## src/rtl/tmode_pkg.sv

```systemverilog
package tmode_pkg;

    typedef enum logic [2:0] {
        TM_NONE   = 3'd0,
        TM_J      = 3'd1,
        TM_K      = 3'd2,
        TM_SE0NAK = 3'd3,
        TM_PKT    = 3'd4
    } tmode_e;

    typedef enum logic [1:0] {
        LN_PASS = 2'b00,
        LN_J    = 2'b01,
        LN_K    = 2'b10,
        LN_SE0  = 2'b11
    } line_e;

endpackage

```

## src/rtl/tmode_sel.sv

```systemverilog
// Holds a pending selector and commits it on status completion; sticky until reset.
module tmode_sel
    import tmode_pkg::*;
#(
    parameter int SEL_W = 8
) (
    input  logic             clk,
    input  logic             rst_n,
    input  logic             sel_valid,
    input  logic [SEL_W-1:0] sel_code,
    input  logic             status_done,
    output tmode_e           mode
);

    typedef struct packed {
        tmode_e pend;
        tmode_e mode;
    } sel_st_t;

    sel_st_t st_d, st_q;
    tmode_e  dec;

    always_comb begin
        unique case (sel_code)
            SEL_W'(1): dec = TM_J;
            SEL_W'(2): dec = TM_K;
            SEL_W'(3): dec = TM_SE0NAK;
            SEL_W'(4): dec = TM_PKT;
            default:   dec = TM_NONE;
        endcase
    end

    always_comb begin
        st_d = st_q;
        if (st_q.mode == TM_NONE) begin
            if (status_done && (st_q.pend != TM_NONE)) begin
                st_d.mode = st_q.pend;
                st_d.pend = TM_NONE;
            end else if (sel_valid && (dec != TM_NONE)) begin
                st_d.pend = dec;
            end
        end
    end

    always_ff @(posedge clk) begin
        if (!rst_n) begin
            st_q <= '{pend: TM_NONE, mode: TM_NONE};
        end else begin
            st_q <= st_d;
        end
    end

    assign mode = st_q.mode;

endmodule

```

## src/rtl/tmode_nak.sv

```systemverilog
// Registers a NAK request for each qualified IN token while enabled.
module tmode_nak (
    input  logic clk,
    input  logic rst_n,
    input  logic en,
    input  logic tok_valid,
    input  logic tok_in,
    input  logic tok_match,
    output logic nak_req
);

    typedef struct packed {
        logic nak;
    } nak_st_t;

    nak_st_t st_d, st_q;

    always_comb begin
        st_d     = st_q;
        st_d.nak = en && tok_valid && tok_in && tok_match;
    end

    always_ff @(posedge clk) begin
        if (!rst_n) begin
            st_q <= '{nak: 1'b0};
        end else begin
            st_q <= st_d;
        end
    end

    assign nak_req = st_q.nak;

endmodule

```

## src/rtl/tmode_pktgen.sv

```systemverilog
// Streams the packet ROM byte by byte, then idles GAP_BYTES cycles, forever.
module tmode_pktgen #(
    parameter int                   PKT_LEN   = 8,
    parameter int                   GAP_BYTES = 4,
    parameter logic [PKT_LEN*8-1:0] PKT_ROM   = '0
) (
    input  logic       clk,
    input  logic       rst_n,
    input  logic       en,
    input  logic       sym_ready,
    output logic       pkt_valid,
    output logic [7:0] pkt_data,
    output logic       pkt_last,
    output logic       in_gap
);

    localparam int IW = (PKT_LEN > 1) ? $clog2(PKT_LEN) : 1;
    localparam int CW = $clog2(GAP_BYTES + 1);
    localparam logic [IW-1:0] LAST_IDX = IW'(PKT_LEN - 1);
    localparam logic [CW-1:0] GAP_LOAD = CW'(GAP_BYTES - 1);

    typedef struct packed {
        logic          gap;
        logic [IW-1:0] idx;
        logic [CW-1:0] cnt;
    } pg_st_t;

    pg_st_t st_d, st_q;

    always_comb begin
        st_d = st_q;
        if (en) begin
            if (!st_q.gap) begin
                if (sym_ready) begin
                    if (st_q.idx == LAST_IDX) begin
                        st_d.idx = '0;
                        st_d.gap = 1'b1;
                        st_d.cnt = GAP_LOAD;
                    end else begin
                        st_d.idx = st_q.idx + 1'b1;
                    end
                end
            end else if (st_q.cnt == '0) begin
                st_d.gap = 1'b0;
            end else begin
                st_d.cnt = st_q.cnt - 1'b1;
            end
        end
    end

    always_ff @(posedge clk) begin
        if (!rst_n) begin
            st_q <= '{gap: 1'b0, idx: '0, cnt: '0};
        end else begin
            st_q <= st_d;
        end
    end

    assign pkt_valid = en && !st_q.gap;
    assign pkt_data  = pkt_valid ? PKT_ROM[st_q.idx*8 +: 8] : 8'h00;
    assign pkt_last  = pkt_valid && (st_q.idx == LAST_IDX);
    assign in_gap    = en && st_q.gap;

endmodule

```

## src/rtl/usb_tmode_seq.sv

```systemverilog
module usb_tmode_seq
    import tmode_pkg::*;
#(
    parameter int                   SEL_W     = 8,
    parameter int                   PKT_LEN   = 8,
    parameter int                   GAP_BYTES = 4,
    parameter logic [PKT_LEN*8-1:0] PKT_ROM   = 64'hFEFF_AAAA_5500_00C3
) (
    input  logic             clk,
    input  logic             rst_n,
    input  logic             sel_valid,
    input  logic [SEL_W-1:0] sel_code,
    input  logic             status_done,
    input  logic             tok_valid,
    input  logic             tok_in,
    input  logic             tok_match,
    input  logic             sym_ready,
    output logic [1:0]       line_ovr,
    output logic             nak_req,
    output logic             pkt_valid,
    output logic [7:0]       pkt_data,
    output logic             pkt_last
);

    tmode_e mode;
    logic   in_gap;
    line_e  ln;

    tmode_sel #(.SEL_W(SEL_W)) u_sel (
        .clk         (clk),
        .rst_n       (rst_n),
        .sel_valid   (sel_valid),
        .sel_code    (sel_code),
        .status_done (status_done),
        .mode        (mode)
    );

    tmode_nak u_nak (
        .clk       (clk),
        .rst_n     (rst_n),
        .en        (mode == TM_SE0NAK),
        .tok_valid (tok_valid),
        .tok_in    (tok_in),
        .tok_match (tok_match),
        .nak_req   (nak_req)
    );

    tmode_pktgen #(
        .PKT_LEN   (PKT_LEN),
        .GAP_BYTES (GAP_BYTES),
        .PKT_ROM   (PKT_ROM)
    ) u_pkt (
        .clk       (clk),
        .rst_n     (rst_n),
        .en        (mode == TM_PKT),
        .sym_ready (sym_ready),
        .pkt_valid (pkt_valid),
        .pkt_data  (pkt_data),
        .pkt_last  (pkt_last),
        .in_gap    (in_gap)
    );

    always_comb begin
        unique case (mode)
            TM_J:    ln = LN_J;
            TM_K:    ln = LN_K;
            TM_PKT:  ln = in_gap ? LN_SE0 : LN_PASS;
            default: ln = LN_PASS;
        endcase
    end

    assign line_ovr = ln;

endmodule

```

## config.mk

```make
export PLATFORM = sky130hd
export DESIGN_NAME = usb_tmode_seq
export DESIGN_NICKNAME = d
export VERILOG_FILES = /design/src/rtl/tmode_pkg.sv /design/src/rtl/tmode_sel.sv /design/src/rtl/tmode_nak.sv /design/src/rtl/tmode_pktgen.sv /design/src/rtl/usb_tmode_seq.sv
export SDC_FILE = /design/constraint.sdc
export NUM_CORES = 1
export LEC_CHECK = 0
export BUFFER_PORTS_ARGS = -buffer_cell sky130_fd_sc_hd__buf_4
export CAP_MARGIN = 20
export CORE_MARGIN = 1
export CORE_UTILIZATION = 39
export CTS_BUF_LIST = sky130_fd_sc_hd__clkbuf_4
export DETAILED_ROUTE_END_ITERATION = 6
export GPL_TIMING_DRIVEN = 0
export SLEW_MARGIN = 20
export SYNTH_ARGS = -nofsm -noshare
export SYNTH_HDL_FRONTEND = slang
export SYNTH_SLANG_ARGS = --single-unit
```

## constraint.sdc

```tcl
create_clock -name clk -period 2.5 [get_ports clk]
set_clock_uncertainty 0.2 [all_clocks]
set_input_delay 0.25 -clock clk [delete_from_list [all_inputs] [get_ports clk]]
set_output_delay 0.25 -clock clk [all_outputs]
set_load 0.05 [all_outputs]
```

==> results.yml, run 1 <==
global_routing:
  grt_max_degree: 11
  track_usage: 0.164
  antenna_found_initial: 0
  grt_pass1_wl_um: 2650
  first_global_vias: 633
  overflow: 0
finish:
  multi_input_area_um2: 512
  postLayoutCoreUtil: 0.569
  regArea_um2: 280
  num-nets-final: 159
  drive_gt1_frac: 0.319
  final_common_cell: "buf_4"
  num-fill-cells: 185
  diodes: 0
  area_growth_pct: 35.2
  final_cell_mix: "31 x buf_4, 14 x dfxtp_1, 13 x nor2_1"
sta:
  setup_tns_ps: 0
  worst_pin_slew_ps: 493
  setup_violations: 0
  clock.fmax_mhz: 434
  rsz0062_at_grt: "no"
  maxSlewViolCount: 0
  max_slew_margin: 0.668
  fin_crit_sh: 0.922
  hold_viol_final: 0
  min_period_ps: 2310
power:
  leakage_uw: 0.000473
  vdd_ir_drop_max_uv: 288
  power.density_nw_per_um2: 333
cts:
  path_clk_slew_ps: 80
  clk_latency_ps: 270
  cts-root-buf: "clkbuf_4"
  cts_buffer_depth: 2
  clock_sinks: 14
  cts_max_level: 1
  cts_made_buffers: 3
  cts_hold_buf: 0
  cts_tree: "yes"
routing:
  dr_total_vias: 785
  drc: 0
  antenna_left: 0
  wire_per_inst_um: 10.4
  drt_iter0_markers: 7
  wirelength_um: 1690
  via_per_inst: 4.85
  drt_pre_antenna_iters: 4
floorplan:
  rows: 16
  die_area_um2: 2330
  io_pins: 29
  initial_utilization: 0.421
  coreArea_um2: 1980
  fp.dieW_um: 48.3
  die_h_um: 48.3
synth:
  synth_top_family_by_area: "simple AND/OR/NAND/NOR gates"
  synth-warning-count: 0
  ys_ff_latch: 14
  synth-seq-area-share: 0.336
  synth_cells: 104
  syn-cell-area_um2: 835
  yosys-mux-area-fraction: 0.0615
  syn-num-nets: 126
  syn_avg_cell_area_um2: 8.02
  ys_types: 33
  synth-adder-area-share: 0.0900
  synth-compound-area-share: 0.136
  synthXorXnorAreaFrac: 0
  synthSimpleGateAreaFrac: 0.292
worst_hold_path:
  hold_end: "u_sel.st_q[4]"
  hold_depth: 3
  hold_class: "in -> reg"
  worstHoldStart: "sel_code[1]"
setup_path:
  start_kind: "flop"
  reg2regPathDepth: 5
  path_class: "reg -> out"
  reg2reg_to: "u_pkt.st_q[3]"
  crit_slowest_cell: "dfxtp_1"
  cp.required_ps: 2050
  path_cells: "or3b_1, buf_2, nor2_4, o21ai_1, a21oi_4, buf_4"
  cp.buffers_inverters: 2
  crit_path_max_fanout: 8
  cp_top_family: "simple AND/OR/NAND/NOR gates"
  worstReg2RegStart: "u_sel.mode[2]"
  r2r_setup_slack_ps: 360
  cp.arrival_ps: 1860
  cp_slowest_stage_delay_ps: 450
  cp-end-kind: "output port"
status:
  status: "finished, final reports clean"
flow_run:
  drv_cap: 0
place:
  dp_hpwl_um: 1360
  io_buffers: 28
  gp_congestion: 0.695
## final cells by class
class                   instances  share of cell area
plain buffers                   7              0.0355
clock buffers                   3              0.0200
repair buffers                 28               0.186
inverters                       8              0.0266
multi-input cells              75               0.453
well taps                      27              0.0299
flip-flops and latches         14               0.248
## state kept, by name, summed over array words and instances (netlist names)
name and count:
u_sel.st_q 3, u_nak.nak_req 1, u_sel.mode 3, u_pkt.st_q 7
## synthesized netlist by cell type
library cell,n,share of area
buf_4,3,0.027
a21oi_1,10,0.060
and3_1,2,0.015
nor4b_1,2,0.021
nor2_1,14,0.063
or3b_1,1,0.010
dfxtp_1,14,0.34
o31ai_1,1,0.0090
nand3b_1,1,0.0090
o21a_1,2,0.018
o21ai_0,3,0.018
buf_2,1,0.0060
clkbuf_2,1,0.0060
o21ba_2,1,0.012
nand3_1,2,0.012
nand4_1,4,0.030
o2111ai_1,1,0.010
or4_1,1,0.0090
nor4_1,1,0.0075
clkbuf_1,2,0.0090
mux2i_1,4,0.048
and2_1,2,0.015
nor3_1,3,0.018
a211oi_1,1,0.0090
nand2_1,5,0.022
or3b_4,1,0.013
or3_1,2,0.015
nor2b_1,1,0.0075
inv_1,8,0.036
nand2b_1,2,0.015
mux2_2,1,0.013
ha_1,6,0.090
nor3b_1,1,0.0090
## routing by layer
metal | vias up | track usage | routed length, um
met5 | - | 0 | 0
met4 | 0 | 0.0667 | 7
met3 | 2 | 0.0370 | 96
met2 | 28 | 0.277 | 793
met1 | 333 | 0.200 | 794
li1 | 422 | - | -
## worst max-delay path by stage
stage,slack [ps],end,from,cells past startpoint
2_1_floorplan,40,pkt_data[5],u_sel.mode[0],6
3_3_place_gp,380,u_pkt.st_q[4],u_sel.mode[0],6
3_5_place_dp,360,u_pkt.st_q[3],u_sel.mode[0],6
4_1_cts,90,pkt_data[6],u_sel.mode[0],7
5_1_grt,80,pkt_data[6],u_sel.mode[0],7
6_report,190,pkt_data[6],u_sel.mode[2],6
## per-stage QoR
step                      total power (uW)  std cells  worst slack [ps]  cell area, um2  hold WS (ps)
final                                  375        162               195            1130          18.7
after global routing                   397        162              75.1            1130          18.7
after CTS                              383        162              93.3            1130          7.30
after detailed placement               259        159               364            1110           260
after global placement                 258        159               379            1110           254
after floorplan                        236        104              39.2             862           180
## power breakdown
group | internal, uW | switching, uW
Combinational | 19.1 | 11.2
Clock | 55.8 | 66.5
Sequential | 223 | 0.0581
## tightest hold or removal path, delay by kind of cell
kind / cells / cell delay (ps)
buf+inv: 1 / 90
simple gates: 2 / 120
## logic make-up after synthesis
group	after synthesis
buffers and inverters	15
muxes	5
AOI/OAI and AO/OA	19
DFF	14
and+or+nand+nor	45
adders and majority gates	6
## repair_timing
| item | 4_1_cts | 5_1_grt |
|---|---|---|
| endpoints found under the setup margin | 0 | 2 |
| resized for setup | 0 | 1 |
| buffers inserted | 0 | 0 |
No activity file was read; power rests on OpenSTA's default activity.
==> inputs of run 2 (changes only) <==
- CORE_MARGIN: 1 -> 2
==> run 2 against run 1 <==
  * Via count up 3.2%
  * Cell area stayed put
  * Highest routed layer unchanged
  * Clock-buffer cell count did not move
  * Non-clock buffer count stayed put
  * Total power shrank 0.50%
  * Critical path type unchanged
  * Clock power about the same
  * Largest power group unchanged
  * Maximum frequency shrank 0.74%
  * Final cell count is the same
  * Worst hold slack improved by 3.0 ps
==> results.yml, run 2 (synthesized netlist as in run 1, its figures left out) <==
global_routing:
  grt_max_degree: 11
  first_global_vias: 744
  antenna_found_initial: 0
  track_usage: 0.165
  grt_pass1_wl_um: 3190
  overflow: 0
finish:
  postLayoutCoreUtil: 0.569
  drive_gt1_frac: 0.319
  multi_input_area_um2: 512
  top_register: "u_pkt.st_q"
  diodes: 0
  final_cell_mix: "31 x buf_4, 14 x dfxtp_1, 13 x nor2_1"
  num-fill-cells: 207
  area_growth_pct: 35.2
  largest_reg_flops: 7
  regArea_um2: 280
  final_common_cell: "buf_4"
  num-nets-final: 159
cts:
  clock_sinks: 14
  path_clk_slew_ps: 80
  clk_latency_ps: 270
  cts-root-buf: "clkbuf_4"
  cts_made_buffers: 3
  cts_setup_buffers: 0
  cts_max_level: 1
  cts_tree: "yes"
  cts_buffer_depth: 2
setup_path:
  start_kind: "flop"
  cp.required_ps: 2050
  path_class: "reg -> out"
  cp.arrival_ps: 1870
  path_cells: "clkbuf_2, or3b_1, buf_2, nor2_4, o21ai_1, a21oi_2, buf_4"
  cp.buffers_inverters: 3
  cp_slowest_stage_delay_ps: 350
  crit_slowest_cell: "or3b_1"
  cp_top_family: "buffers and inverters"
  cp-end-kind: "output port"
  crit_path_max_fanout: 8
floorplan:
  io_pins: 29
  fp.dieW_um: 50.3
  rows: 16
  initial_utilization: 0.421
  die_h_um: 50.3
  die_area_um2: 2530
  coreArea_um2: 1980
power:
  power.density_nw_per_um2: 331
  leakage_uw: 0.000473
  p_total_uw: 373
  vdd_ir_drop_max_uv: 208
sta:
  setup_violations: 0
  worst_pin_slew_ps: 477
  clock.fmax_mhz: 431
  rsz0062_at_grt: "no"
  setup_ws_ps: 177
  min_period_ps: 2320
  maxSlewViolCount: 0
  fin_hold_ws_ps: 21.7
  hold_viol_final: 0
  setup_tns_ps: 0
  fin_crit_sh: 0.929
  max_slew_margin: 0.679
routing:
  drt_pre_antenna_iters: 4
  wire_per_inst_um: 10.9
  drc: 0
  wirelength_um: 1760
  via_per_inst: 5.00
  antenna_left: 0
  dr_total_vias: 810
  drt_iter0_markers: 2
place:
  gp_congestion: 0.743
  place_ws_ps: 373
  dp_hpwl_um: 1440
  io_buffers: 28
worst_hold_path:
  hold_class: "in -> reg"
flow_run:
  drv_cap: 0
status:
  status: "finished, final reports clean"
[run 2: worst paths after layout]
| check | depth (start not counted) | to | slack [ps] | startpoint |
|---|---|---|---|---|
| worst min-delay path | 3 | u_sel.st_q[4] | 20 | sel_code[1] |
| worst max register to register | 6 | u_pkt.st_q[4] | 370 | u_sel.mode[0] |
| worst min register to register | 1 | u_pkt.st_q[0] | 280 | u_pkt.st_q[0] |
| worst max-delay path | 7 | pkt_data[0] | 180 | u_sel.mode[0] |
[run 2: layout make-up]
type                       instances  share of cell area
buffer                             7              0.0355
clock buffer                       3              0.0200
inverter                           8              0.0266
multi-input combinational         75               0.453
sequential                        14               0.248
tap                               27              0.0299
timing repair buffer              28               0.186
[run 2: worst register-to-register path: cells and delay by family (launching register included)]
kind,cells,cell delay [ps]
buffers and inverters,2,320
AOI/OAI and AO/OA,1,130
DFF,1,310
and+or+nand+nor,3,1090
[run 2: stage by stage]
step                      area [um2]  std cells
after floorplan                  862        104
after global placement          1110        159
after detailed placement        1110        159
after CTS                       1130        162
after global routing            1130        162
final                           1130        162
[run 2: power breakdown]
part           switching, uW  internal (uW)  leakage [uW]
Sequential            0.0505            223      0.000113
Clock                   64.6           55.6     0.0000138
Combinational           11.4           19.1      0.000347
Total                   76.0            297      0.000473
[run 2: what timing repair did]
action | 4_1_cts | 5_1_grt
endpoints found under the setup margin | 0 | 2
endpoints found under the hold margin | 0 | 0
gates resized for setup | 0 | 1
hold buffers | 0 | 0
[run 2: layer usage]
metal / track usage / part of all wire / vias up
met2: 0.287 / 0.50 / 26
met5: 0 / 0 / -
met4: 0.0556 / 0.0074 / 0
met3: 0.0417 / 0.070 / 2
li1: - / - / 423
met1: 0.194 / 0.42 / 359
==> inputs of run 3 (changes only) <==
- SYNTH_HIERARCHICAL: default -> 1
==> run 3 against run 2 <==
  * Clock-buffer cell count is the same
  * Core utilization fell by 2.6 points
  * Worst hold slack got worse by 11 ps
  * Largest cell class unchanged
==> results.yml, run 3 <==
global_routing:
  grt_max_degree: 11
  track_usage: 0.145
  first_global_vias: 727
  antenna_found_initial: 0
  overflow: 0
  grt_pass1_wl_um: 2890
place:
  dp_cells: 158
  dp_hpwl_um: 1400
  gp_congestion: 0.773
  placed_cell_area_um2: 1150
  io_buffers: 28
sta:
  fin_crit_sh: 0.911
  min_period_ps: 2280
  worst_pin_slew_ps: 390
  fin_hold_ws_ps: 11.2
  max_slew_margin: 0.738
  maxSlewViolCount: 0
  rsz0062_at_grt: "no"
  clock.fmax_mhz: 439
  setup_tns_ps: 0
  hold_viol_final: 0
  setup_violations: 0
flow_run:
  drv_cap: 0
setup_path:
  start_kind: "flop"
  cp-startpoint: "u_sel/mode[2]"
  worstReg2RegStart: "u_sel/mode[2]"
  crit_path_max_fanout: 5
  cp.arrival_ps: 1830
  r2r_setup_slack_ps: 730
  path_class: "reg -> out"
  cp-end-kind: "output port"
  cp.required_ps: 2050
cts:
  cts_max_level: 1
  cts-root-buf: "clkbuf_4"
  clk_latency_ps: 270
  cts_tree: "yes"
  path_clk_slew_ps: 80
  cts_buffer_depth: 2
  cts_setup_buffers: 0
  clock_sinks: 14
  cts_made_buffers: 3
synth:
  synth_most_common_cell: "dfxtp_1"
  synth_top_area_frac: 0.310
  syn_avg_cell_area_um2: 8.87
  ys_ff_latch: 14
  synth-seq-area-share: 0.310
  synth_cells: 102
  ys_top_cells_by_area: "dfxtp_1 31%, ha_1 9.7%, buf_4 5.0%"
  syn-num-nets: 125
  synth-warning-count: 6
  synth_flop_cell: "dfxtp_1"
  synth_area_leader_cell: "dfxtp_1"
  synth_commonest_cells: "14 x dfxtp_1, 12 x nor2_1, 7 x ha_1"
  ys_types: 39
  syn-cell-area_um2: 905
  synth_edf_count: 0
  async_flop_share: 0
routing:
  drc: 0
  drt_iter0_markers: 2
  dr_total_vias: 818
  wirelength_um: 1770
  via_per_inst: 4.99
  antenna_left: 0
  drt_pre_antenna_iters: 3
  wire_per_inst_um: 10.8
finish:
  num-nets-final: 160
  finalInstanceArea_um2: 1200
  fin_cells: 164
  final_cell_mix: "34 x buf_4, 14 x dfxtp_1, 12 x nor2_1"
  top_register: "u_pkt/st_q"
  area_growth_pct: 32.8
  diodes: 0
  largest_reg_flops: 7
  drive_gt1_frac: 0.360
  final_common_cell: "buf_4"
floorplan:
  fp.dieW_um: 52.2
  rows: 17
  die_area_um2: 2720
  initial_utilization: 0.409
  io_pins: 29
  die_h_um: 52.2
  coreArea_um2: 2210
worst_hold_path:
  hold_class: "in -> reg"
  worstHoldStart: "tok_valid"
status:
  status: "finished, final reports clean"
power:
  p_total_uw: 392
  power.density_nw_per_um2: 327
  leakage_uw: 0.000574
  vdd_ir_drop_max_uv: 267
## run 3: per-stage QoR
stage | utilization | setup WS, ps
2_1_floorplan | - | -15.0
3_3_place_gp | 0.520 | 301
3_5_place_dp | 0.520 | 272
4_1_cts | 0.543 | 187
5_1_grt | 0.543 | 50.2
6_report | 0.543 | 223
## run 3: kinds of logic after synthesis
group | after synthesis | synth area share
mux | 2 | 0.0221
buf+inv | 15 | 0.0871
fa+ha+maj | 7 | 0.0968
compound gates | 21 | 0.185
flops | 14 | 0.310
simple gates | 43 | 0.299
## run 3: layout make-up
class                      count  area [um2]
inverter                       8        30.0
clock buffer                   3        22.5
buffer                         7        48.8
clock inverter                 1        3.75
fill                         219        1010
tap                           28        35.0
sequential                    14         280
multi-input combinational     73         551
timing repair buffer          30         230
## run 3: what timing repair did
| item | 4_1_cts | 5_1_grt |
|---|---|---|
| hold buffers | 2 | 0 |
| hold endpoints to repair | 2 | 0 |
| setup endpoints to repair | 1 | 0 |
| resized for setup | 1 | 0 |
## run 3: where the power goes
| group | total, uW | leakage, uW | switching [uW] | internal [uW] |
|---|---|---|---|---|
| Clock | 130 | 0.0000154 | 72.7 | 57.7 |
| Sequential | 223 | 0.000113 | 0.256 | 223 |
| Combinational | 38.7 | 0.000446 | 16.3 | 22.4 |
| Total | 392 | 0.000574 | 89.2 | 303 |
## run 3: worst paths after layout
| path | cells after the start | endpoint |
|---|---|---|
| hold / removal | 3 | u_nak/nak_req |
| setup / recovery | 7 | pkt_data[5] |
| setup reg to reg | 5 | u_pkt/st_q[3] |
| hold reg to reg | 2 | u_pkt/st_q[3] |
## run 3: per-layer routing
layer / track usage / wire (um) / up-vias
met5: 0 / 0 / -
met4: 0.0897 / 27 / 0
met3: 0.0172 / 65 / 2
met2: 0.249 / 808 / 19
met1: 0.169 / 866 / 372
li1: - / - / 425
## run 3: critical path, stage by stage, from the launching register on
cell,delay [ps]
dfxtp_1,390
buf_4,150
nor3b_2,310
nand2b_2,160
inv_2,120
and2_1,150
buf_4,100
buf_4,180
